--- src/rtl/clk_ctrl_pkg.sv ---
package clk_ctrl_pkg;
  localparam int ADDR_W  = 8;
  localparam int DATA_W  = 32;
  localparam int NDOM    = 8;
  localparam int RATIO_W = 11;
  localparam int MUL_W   = 10;
  localparam int DIV_W   = 8;

  localparam int DOM_CORE = 0;
  localparam int DOM_HBUS = 1;
  localparam int DOM_PBUS = 2;
  localparam int DOM_MEM  = 3;
  localparam int DOM_LCD  = 4;
  localparam int DOM_USB  = 5;
  localparam int DOM_I2S  = 6;
  localparam int DOM_MMC  = 7;

  localparam logic [ADDR_W-1:0] OFS_CFG = 8'h00;
  localparam logic [ADDR_W-1:0] OFS_PLL = 8'h10;
  localparam logic [ADDR_W-1:0] OFS_I2S = 8'h60;
  localparam logic [ADDR_W-1:0] OFS_LCD = 8'h64;
  localparam logic [ADDR_W-1:0] OFS_MMC = 8'h68;
  localparam logic [ADDR_W-1:0] OFS_UHC = 8'h6C;
  localparam logic [ADDR_W-1:0] OFS_TST = 8'h70;
  localparam logic [ADDR_W-1:0] OFS_SSI = 8'h74;

  localparam int I2S_W = 9;
  localparam int LCD_W = 11;
  localparam int MMC_W = 5;
  localparam int UHC_W = 4;
  localparam int TST_W = 6;
  localparam int SSI_W = 4;

  // configuration word fields
  localparam int CF_CDIV  = 0;
  localparam int CF_HDIV  = 4;
  localparam int CF_PDIV  = 8;
  localparam int CF_MDIV  = 12;
  localparam int CF_IDX_W = 4;
  localparam int CF_LDIV  = 16;
  localparam int CF_LDV_W = 5;
  localparam int CF_PDSEL = 21;
  localparam int CF_UDIV  = 23;
  localparam int CF_UDV_W = 6;
  localparam int CF_USRC  = 29;
  localparam int CF_ISRC  = 31;

  // PLL control fields
  localparam int PL_EN  = 8;
  localparam int PL_BYP = 9;
  localparam int PL_STB = 10;
  localparam int PL_OD  = 16;
  localparam int PL_N   = 18;
  localparam int PL_N_W = 5;
  localparam int PL_M   = 23;
  localparam int PL_M_W = 9;

  localparam logic [DATA_W-1:0] CFG_RST = 32'h4204_0000;
  localparam logic [DATA_W-1:0] PLL_RST = 32'h2808_0011;
  localparam int                DIV_RST = 4;

  function automatic logic [5:0] div_lut(input logic [5:0] idx);
    case (idx)
      6'd0:    return 6'd1;
      6'd1:    return 6'd2;
      6'd2:    return 6'd3;
      6'd3:    return 6'd4;
      6'd4:    return 6'd6;
      6'd5:    return 6'd8;
      6'd6:    return 6'd12;
      6'd7:    return 6'd16;
      6'd8:    return 6'd24;
      default: return 6'd32;
    endcase
  endfunction

  function automatic logic [2:0] od_lut(input logic [1:0] sel);
    case (sel)
      2'd0:    return 3'd1;
      2'd3:    return 3'd4;
      default: return 3'd2;
    endcase
  endfunction
endpackage

--- src/rtl/clk_ctrl_regs.sv ---
module clk_ctrl_regs import clk_ctrl_pkg::*; (
  input  logic              clk_i,
  input  logic              rst_ni,
  input  logic              we_i,
  input  logic              re_i,
  input  logic [ADDR_W-1:0] addr_i,
  input  logic [DATA_W-1:0] wdata_i,
  output logic [DATA_W-1:0] rdata_o,
  output logic              err_o,
  output logic [DATA_W-1:0] cfg_o,
  output logic [DATA_W-1:0] pll_o,
  output logic [I2S_W-1:0]  i2s_o,
  output logic [MMC_W-1:0]  mmc_o
);
  logic [DATA_W-1:0] cfg_q, pll_q;
  logic [I2S_W-1:0]  i2s_q;
  logic [LCD_W-1:0]  lcd_q;
  logic [MMC_W-1:0]  mmc_q;
  logic [UHC_W-1:0]  uhc_q;
  logic [TST_W-1:0]  tst_q;
  logic [SSI_W-1:0]  ssi_q;
  logic              err_q;
  logic              hit;
  logic              pll_bypass_w;
  logic [DATA_W-1:0] rd_mux;

  always_comb begin
    hit = 1'b1;
    rd_mux = '0;
    case (addr_i)
      OFS_CFG: rd_mux = cfg_q;
      OFS_PLL: rd_mux = pll_q;
      OFS_I2S: rd_mux = DATA_W'(i2s_q);
      OFS_LCD: rd_mux = DATA_W'(lcd_q);
      OFS_MMC: rd_mux = DATA_W'(mmc_q);
      OFS_UHC: rd_mux = DATA_W'(uhc_q);
      OFS_TST: rd_mux = DATA_W'(tst_q);
      OFS_SSI: rd_mux = DATA_W'(ssi_q);
      default: hit = 1'b0;
    endcase
  end

  assign pll_bypass_w = !wdata_i[PL_EN] || wdata_i[PL_BYP];

  always_ff @(posedge clk_i or negedge rst_ni) begin
    if (!rst_ni) begin
      cfg_q <= CFG_RST;
      pll_q <= PLL_RST;
      i2s_q <= I2S_W'(DIV_RST);
      lcd_q <= LCD_W'(DIV_RST);
      mmc_q <= MMC_W'(DIV_RST);
      uhc_q <= UHC_W'(DIV_RST);
      tst_q <= '0;
      ssi_q <= SSI_W'(DIV_RST);
    end else if (we_i) begin
      case (addr_i)
        OFS_CFG: cfg_q <= wdata_i;
        OFS_PLL: begin
          pll_q <= wdata_i;
          if (pll_bypass_w) pll_q[PL_STB] <= 1'b1;
        end
        OFS_I2S: i2s_q <= wdata_i[I2S_W-1:0];
        OFS_LCD: lcd_q <= wdata_i[LCD_W-1:0];
        OFS_MMC: mmc_q <= wdata_i[MMC_W-1:0];
        OFS_UHC: uhc_q <= wdata_i[UHC_W-1:0];
        OFS_TST: tst_q <= wdata_i[TST_W-1:0];
        OFS_SSI: ssi_q <= wdata_i[SSI_W-1:0];
        default: ;
      endcase
    end
  end

  always_ff @(posedge clk_i or negedge rst_ni) begin
    if (!rst_ni) err_q <= 1'b0;
    else         err_q <= (we_i || re_i) && !hit;
  end

  assign rdata_o = re_i ? rd_mux : '0;
  assign err_o   = err_q;
  assign cfg_o   = cfg_q;
  assign pll_o   = pll_q;
  assign i2s_o   = i2s_q;
  assign mmc_o   = mmc_q;
endmodule

--- src/rtl/clk_ctrl_ratio.sv ---
module clk_ctrl_ratio import clk_ctrl_pkg::*; (
  input  logic [DATA_W-1:0]             cfg_i,
  input  logic [DATA_W-1:0]             pll_i,
  input  logic [I2S_W-1:0]              i2s_i,
  input  logic [MMC_W-1:0]              mmc_i,
  output logic [NDOM-1:0][RATIO_W-1:0]  ratio_o,
  output logic [MUL_W-1:0]              mul_o,
  output logic [DIV_W-1:0]              div_o
);
  logic               pll_on;
  logic [RATIO_W-1:0] pre_div, usb_mul, i2s_mul;
  logic               unused_cfg, unused_pll;

  assign unused_cfg = ^{cfg_i[30], cfg_i[22]};
  assign unused_pll = ^{pll_i[15:10], pll_i[7:0]};

  assign pll_on = pll_i[PL_EN] && !pll_i[PL_BYP];
  assign mul_o  = pll_on ? MUL_W'(pll_i[PL_M +: PL_M_W]) + MUL_W'(2) : MUL_W'(1);
  assign div_o  = pll_on ? (DIV_W'(pll_i[PL_N +: PL_N_W]) + DIV_W'(2)) * DIV_W'(od_lut(pll_i[PL_OD +: 2]))
                         : DIV_W'(1);

  assign pre_div = cfg_i[CF_PDSEL] ? RATIO_W'(1) : RATIO_W'(2);
  assign usb_mul = cfg_i[CF_USRC]  ? pre_div     : RATIO_W'(1);
  assign i2s_mul = cfg_i[CF_ISRC]  ? pre_div     : RATIO_W'(1);

  always_comb begin
    ratio_o[DOM_CORE] = RATIO_W'(div_lut(6'(cfg_i[CF_CDIV +: CF_IDX_W])));
    ratio_o[DOM_HBUS] = RATIO_W'(div_lut(6'(cfg_i[CF_HDIV +: CF_IDX_W])));
    ratio_o[DOM_PBUS] = RATIO_W'(div_lut(6'(cfg_i[CF_PDIV +: CF_IDX_W])));
    ratio_o[DOM_MEM]  = RATIO_W'(div_lut(6'(cfg_i[CF_MDIV +: CF_IDX_W])));
    ratio_o[DOM_LCD]  = RATIO_W'(cfg_i[CF_LDIV +: CF_LDV_W]) + RATIO_W'(1);
    ratio_o[DOM_USB]  = RATIO_W'(div_lut(cfg_i[CF_UDIV +: CF_UDV_W])) * usb_mul;
    ratio_o[DOM_I2S]  = (RATIO_W'(i2s_i) + RATIO_W'(1)) * i2s_mul;
    ratio_o[DOM_MMC]  = RATIO_W'(mmc_i) + RATIO_W'(1);
  end
endmodule

--- src/rtl/clk_ctrl_stb.sv ---
module clk_ctrl_stb #(
  parameter int RW = 11
) (
  input  logic          clk_i,
  input  logic          rst_ni,
  input  logic [RW-1:0] ratio_i,
  output logic          stb_o
);
  logic [RW-1:0] ratio_q, cnt_q;
  logic          stb_q;

  always_ff @(posedge clk_i or negedge rst_ni) begin
    if (!rst_ni) begin
      ratio_q <= '0;
      cnt_q   <= '0;
      stb_q   <= 1'b0;
    end else begin
      ratio_q <= ratio_i;
      if (ratio_i != ratio_q) begin
        // restart on any ratio change, drop the partial count
        cnt_q <= ratio_i - RW'(1);
        stb_q <= 1'b0;
      end else if (cnt_q == '0) begin
        cnt_q <= ratio_i - RW'(1);
        stb_q <= 1'b1;
      end else begin
        cnt_q <= cnt_q - RW'(1);
        stb_q <= 1'b0;
      end
    end
  end

  assign stb_o = stb_q;
endmodule

--- src/rtl/clk_ctrl_unit.sv ---
module clk_ctrl_unit import clk_ctrl_pkg::*; (
  input  logic              clk_i,
  input  logic              rst_ni,
  input  logic              reg_we_i,
  input  logic              reg_re_i,
  input  logic [ADDR_W-1:0] reg_addr_i,
  input  logic [DATA_W-1:0] reg_wdata_i,
  output logic [DATA_W-1:0] reg_rdata_o,
  output logic              reg_err_o,
  output logic [MUL_W-1:0]  pll_mul_o,
  output logic [DIV_W-1:0]  pll_div_o,
  output logic [NDOM-1:0]   dom_stb_o
);
  logic [DATA_W-1:0]            cfg_w, pll_w;
  logic [I2S_W-1:0]             i2s_w;
  logic [MMC_W-1:0]             mmc_w;
  logic [NDOM-1:0][RATIO_W-1:0] dom_ratio;

  clk_ctrl_regs u_regs (
    .clk_i   (clk_i),
    .rst_ni  (rst_ni),
    .we_i    (reg_we_i),
    .re_i    (reg_re_i),
    .addr_i  (reg_addr_i),
    .wdata_i (reg_wdata_i),
    .rdata_o (reg_rdata_o),
    .err_o   (reg_err_o),
    .cfg_o   (cfg_w),
    .pll_o   (pll_w),
    .i2s_o   (i2s_w),
    .mmc_o   (mmc_w)
  );

  clk_ctrl_ratio u_ratio (
    .cfg_i   (cfg_w),
    .pll_i   (pll_w),
    .i2s_i   (i2s_w),
    .mmc_i   (mmc_w),
    .ratio_o (dom_ratio),
    .mul_o   (pll_mul_o),
    .div_o   (pll_div_o)
  );

  for (genvar d = 0; d < NDOM; d++) begin : g_stb
    clk_ctrl_stb #(.RW(RATIO_W)) u_stb (
      .clk_i   (clk_i),
      .rst_ni  (rst_ni),
      .ratio_i (dom_ratio[d]),
      .stb_o   (dom_stb_o[d])
    );
  end
endmodule

--- config.mk ---
export PLATFORM = sky130hd
export DESIGN_NAME = clk_ctrl_unit
export DESIGN_NICKNAME = d
export VERILOG_FILES = /design/src/rtl/clk_ctrl_pkg.sv /design/src/rtl/clk_ctrl_regs.sv /design/src/rtl/clk_ctrl_ratio.sv /design/src/rtl/clk_ctrl_stb.sv /design/src/rtl/clk_ctrl_unit.sv
export SDC_FILE = /design/constraint.sdc
export NUM_CORES = 1
export LEC_CHECK = 0
export ABC_AREA = 1
export BUFFER_PORTS_ARGS = -buffer_cell sky130_fd_sc_hd__buf_2
export CAP_MARGIN = 0
export CORE_MARGIN = 5
export CORE_UTILIZATION = 55
export CTS_BUF_LIST = sky130_fd_sc_hd__clkbuf_4
export DETAILED_ROUTE_END_ITERATION = 8
export MAX_ROUTING_LAYER = met4
export PLACE_DENSITY = 0.73
export SLEW_MARGIN = 20
export SYNTH_ARGS = -nofsm -noshare
export SYNTH_HDL_FRONTEND = slang
export SYNTH_SLANG_ARGS = --single-unit
--- constraint.sdc ---
create_clock -name clk_i -period 8 [get_ports clk_i]
set_input_delay 0.4 -clock clk_i [delete_from_list [all_inputs] [get_ports clk_i]]
set_output_delay 0.4 -clock clk_i [all_outputs]
set_load 0.005 [all_outputs]
==> impl_metrics.tcl <==
set metrics [dict create \
    total_power_mw 4.22 \
    ant_nets 0 \
    area_growth_pct 12.6 \
    antenna_found_initial 1 \
    async_flop_share_pct 100 \
    powerDensity_mw_per_mm2 239 \
    fin_nets 2321 \
    r2r-end "g_stb[6].u_stb.cnt_q[4]$_DFF_PN0_" \
    cp_max_fo 12 \
    hold_path_end "u_regs.pll_o[20]$_DFFE_PN0P_" \
    stdcell_area_mm2 0.0176 \
    synth_seq_cells 256 \
    cp-start-kind "flop" \
    cts_sinks 256 \
    outcome "complete, no violations" \
    h-tree-depth 3 \
    fp.coreArea_mm2 0.0279 \
    root_buffer "clkbuf_4" \
    hp-class "in2reg" \
    r2r_slack_ns 3.57 \
    synthCells 2026 \
    cts_buffers 71 \
    synthFlopType "dfrtp_1" \
    final_layout_size_suffix_gt1_share_pct 13.4 \
    setup_viol 0 \
    p_leak_nw 9.54 \
    fp.dieArea_mm2 0.0320 \
    utilization_pct 63.2 \
    rsz0062_at_grt "false" \
    drt_iter0_drc 827 \
    vias 13500 \
    cts_tree "done" \
    yosysWarnings 0 \
    criticalPathCategory "reg2reg" \
    period_needed_ns 4.43 \
    wl_per_cell_um 14.0 \
    io_pins 103 \
    drv_cap 0 \
    post-route-period-util_pct 55.4 \
    min_delay_path_depth 3 \
    grt_pass1_wl_um 62100 \
    clock.fmax_ghz 0.226 \
    hold_violations 0 \
    syn_avg_cell_area_um2 7.73 \
    clock_latency_ns 0.72 \
    rr_worst_depth 22 \
    dr.pass1.iters 5 \
    viasPerCell 5.16 \
    place_area_mm2 0.0164 \
    gp_congestion 0.895 \
    min_from "reg_wdata_i[20]" \
    cp_data_arrival_time_ns 5.05 \
    dp_hpwl_um 26800 \
    final_common_cell "nand2_1" \
    slew_headroom_pct 25.9 \
    crit_path_end_kind "flop" \
    rr_startpoint "u_regs.cfg_o[21]$_DFFE_PN0P_" \
    grt_pass1_vias 13300 \
    wirelength_um 36600 \
    drc_errors 0 \
    ys_seq_area_share_pct 41.0 \
    netlist_area_mm2 0.0157 \
    tns_ns 0 \
    rows 61 \
    crit_required_ns 8.62 \
    port_buffers 102 \
    ctsLongestPathBuffers 3 \
    yosysUniqueCellTypes 52 \
    peakVddDrop_uv 113 \
    grt_max_degree 117 \
    die_x_um 179 \
    initial_core_util_pct 56.1 \
    clock_skew_ns 0.0553 \
    synth_nets 2159 \
    post_cts_buffers 0 \
    mostFrequentLayoutCells "nand2_1 (502), inv_1 (277), dfrtp_1 (243)" \
    cts_resized 0 \
    clkTransAtPathRegs_ns 0.07 \
    synth_edf_count 0 \
    worst_pin_slew_ns 1.11 \
    grt.total_usage_pct 24.4 \
    drv_slew 0 \
    die_y_um 179 \
    overflow 0 \
]
-- routing by layer --
metal	wire [um]	part of all wire [%]	GRT usage, %
met1	16400	45	31.3
met2	17600	48	40.0
met3	1980	5.4	4.26
met4	699	1.9	6.94
met5	0	0	-
-- area by class of cell --
class                   count  area [um^2]
fillers                  2549        10300
multi-input cells        1433         7900
flip-flops and latches    256         6420
inverters                 287         1080
repair buffers            139          878
clock buffers             104          781
well taps                 378          473
clock inverters            17          109
diodes                      1         2.50
-- how the worst max path moves through the flow --
stage,start,end,cells past startpoint,slack [ns]
after floorplan,u_regs.i2s_o[2]$_DFFE_PN1P_,g_stb[6].u_stb.cnt_q[0]$_DFF_PN0_,23,4.24
after global placement,u_regs.cfg_o[21]$_DFFE_PN0P_,g_stb[6].u_stb.cnt_q[9]$_DFF_PN0_,22,3.73
after detailed placement,u_regs.cfg_o[21]$_DFFE_PN0P_,g_stb[6].u_stb.cnt_q[4]$_DFF_PN0_,22,3.64
after global routing,u_regs.cfg_o[21]$_DFFE_PN0P_,g_stb[6].u_stb.cnt_q[1]$_DFF_PN0_,22,3.13
after CTS,u_regs.cfg_o[21]$_DFFE_PN0P_,g_stb[6].u_stb.cnt_q[4]$_DFF_PN0_,22,3.57
final,u_regs.cfg_o[21]$_DFFE_PN0P_,g_stb[6].u_stb.cnt_q[4]$_DFF_PN0_,22,3.57
-- flip-flops by register name (all words and copies together) (netlist names) --
register and flops:
u_regs.uhc_q 4, u_regs.mmc_o 5, u_regs.lcd_q 11, g_stb.u_stb.stb_o 8
g_stb.u_stb.ratio_q 56, u_regs.cfg_o 32, u_regs.err_o 1, u_regs.i2s_o 9
g_stb.u_stb.cnt_q 88, u_regs.tst_q 6, u_regs.pll_o 32, u_regs.ssi_q 4
-- report_power, final --
part | leakage (nW) | total (mW) | internal (mW) | switching [mW]
Sequential | 3.24 | 1.70 | 1.53 | 0.167
Clock | 0.528 | 1.19 | 0.628 | 0.559
Combinational | 5.77 | 1.34 | 0.507 | 0.829
Total | 9.54 | 4.22 | 2.67 | 1.55
-- cell usage after synthesis, drive strengths merged (11+ instances only) --
master	number	area share (%)
nand4	22	0.92
xor2	89	5.1
or2	11	0.44
nor3	49	1.8
ha	81	6.5
dfrtp	243	39
nor2	219	5.8
nand3	92	3.0
inv	286	6.9
o21ai	180	5.9
buf	27	1.2
nand2	514	12
dfstp	13	2.2
clkbuf	23	0.56
xnor2	52	2.9
a21oi	66	2.2
-- through the flow --
stage	setup WS, ns	hold WS [ns]	cells
after floorplan	4.24	0.104	2026
after global placement	3.73	0.447	2461
after detailed placement	3.64	0.453	2461
after CTS	3.57	0.0121	2614
after global routing	3.13	0.0392	2615
final	3.57	0.0633	2615
-- worst max-delay path, stage by stage, from the launching register on --
cell      delay (ns)
dfrtp_1         0.43
inv_1           0.07
nand2_1         0.30
inv_2           0.28
nor2_1          0.08
ha_1            0.20
ha_1            0.28
ha_1            0.22
fa_1            0.41
ha_1            0.29
ha_1            0.33
nand2_1         0.08
nor2_1          0.11
nand2_1         0.08
nand3b_1        0.12
nand2_2         0.10
nand2_1         0.09
nand2_1         0.06
nor2_1          0.16
nand3_1         0.11
nor2_2          0.37
nand2_1         0.11
nand2_1         0.07
-- logic make-up (layout without fill, tap and decap cells) --
logic type | count (synthesis) | after routing | synth area share [%]
flip-flops | 256 | 256 | 41.0
adder cells (fa/ha/maj) | 89 | 89 | 7.49
multiplexers | 6 | 6 | 0.423
buffers and inverters | 337 | 547 | 8.63
AO/OA/AOI/OAI | 277 | 277 | 9.48
XOR/XNOR | 141 | 141 | 7.98
AND/OR/NAND/NOR | 920 | 920 | 25.0
other | 0 | 1 | 0
-- timing repair --
| item | CTS | global route |
|---|---|---|
| hold buffers | 32 | 0 |
| setup endpoints to repair | 0 | 0 |
| endpoints found under the hold margin | 173 | 0 |
No activity file was read; power rests on OpenSTA's default activity.
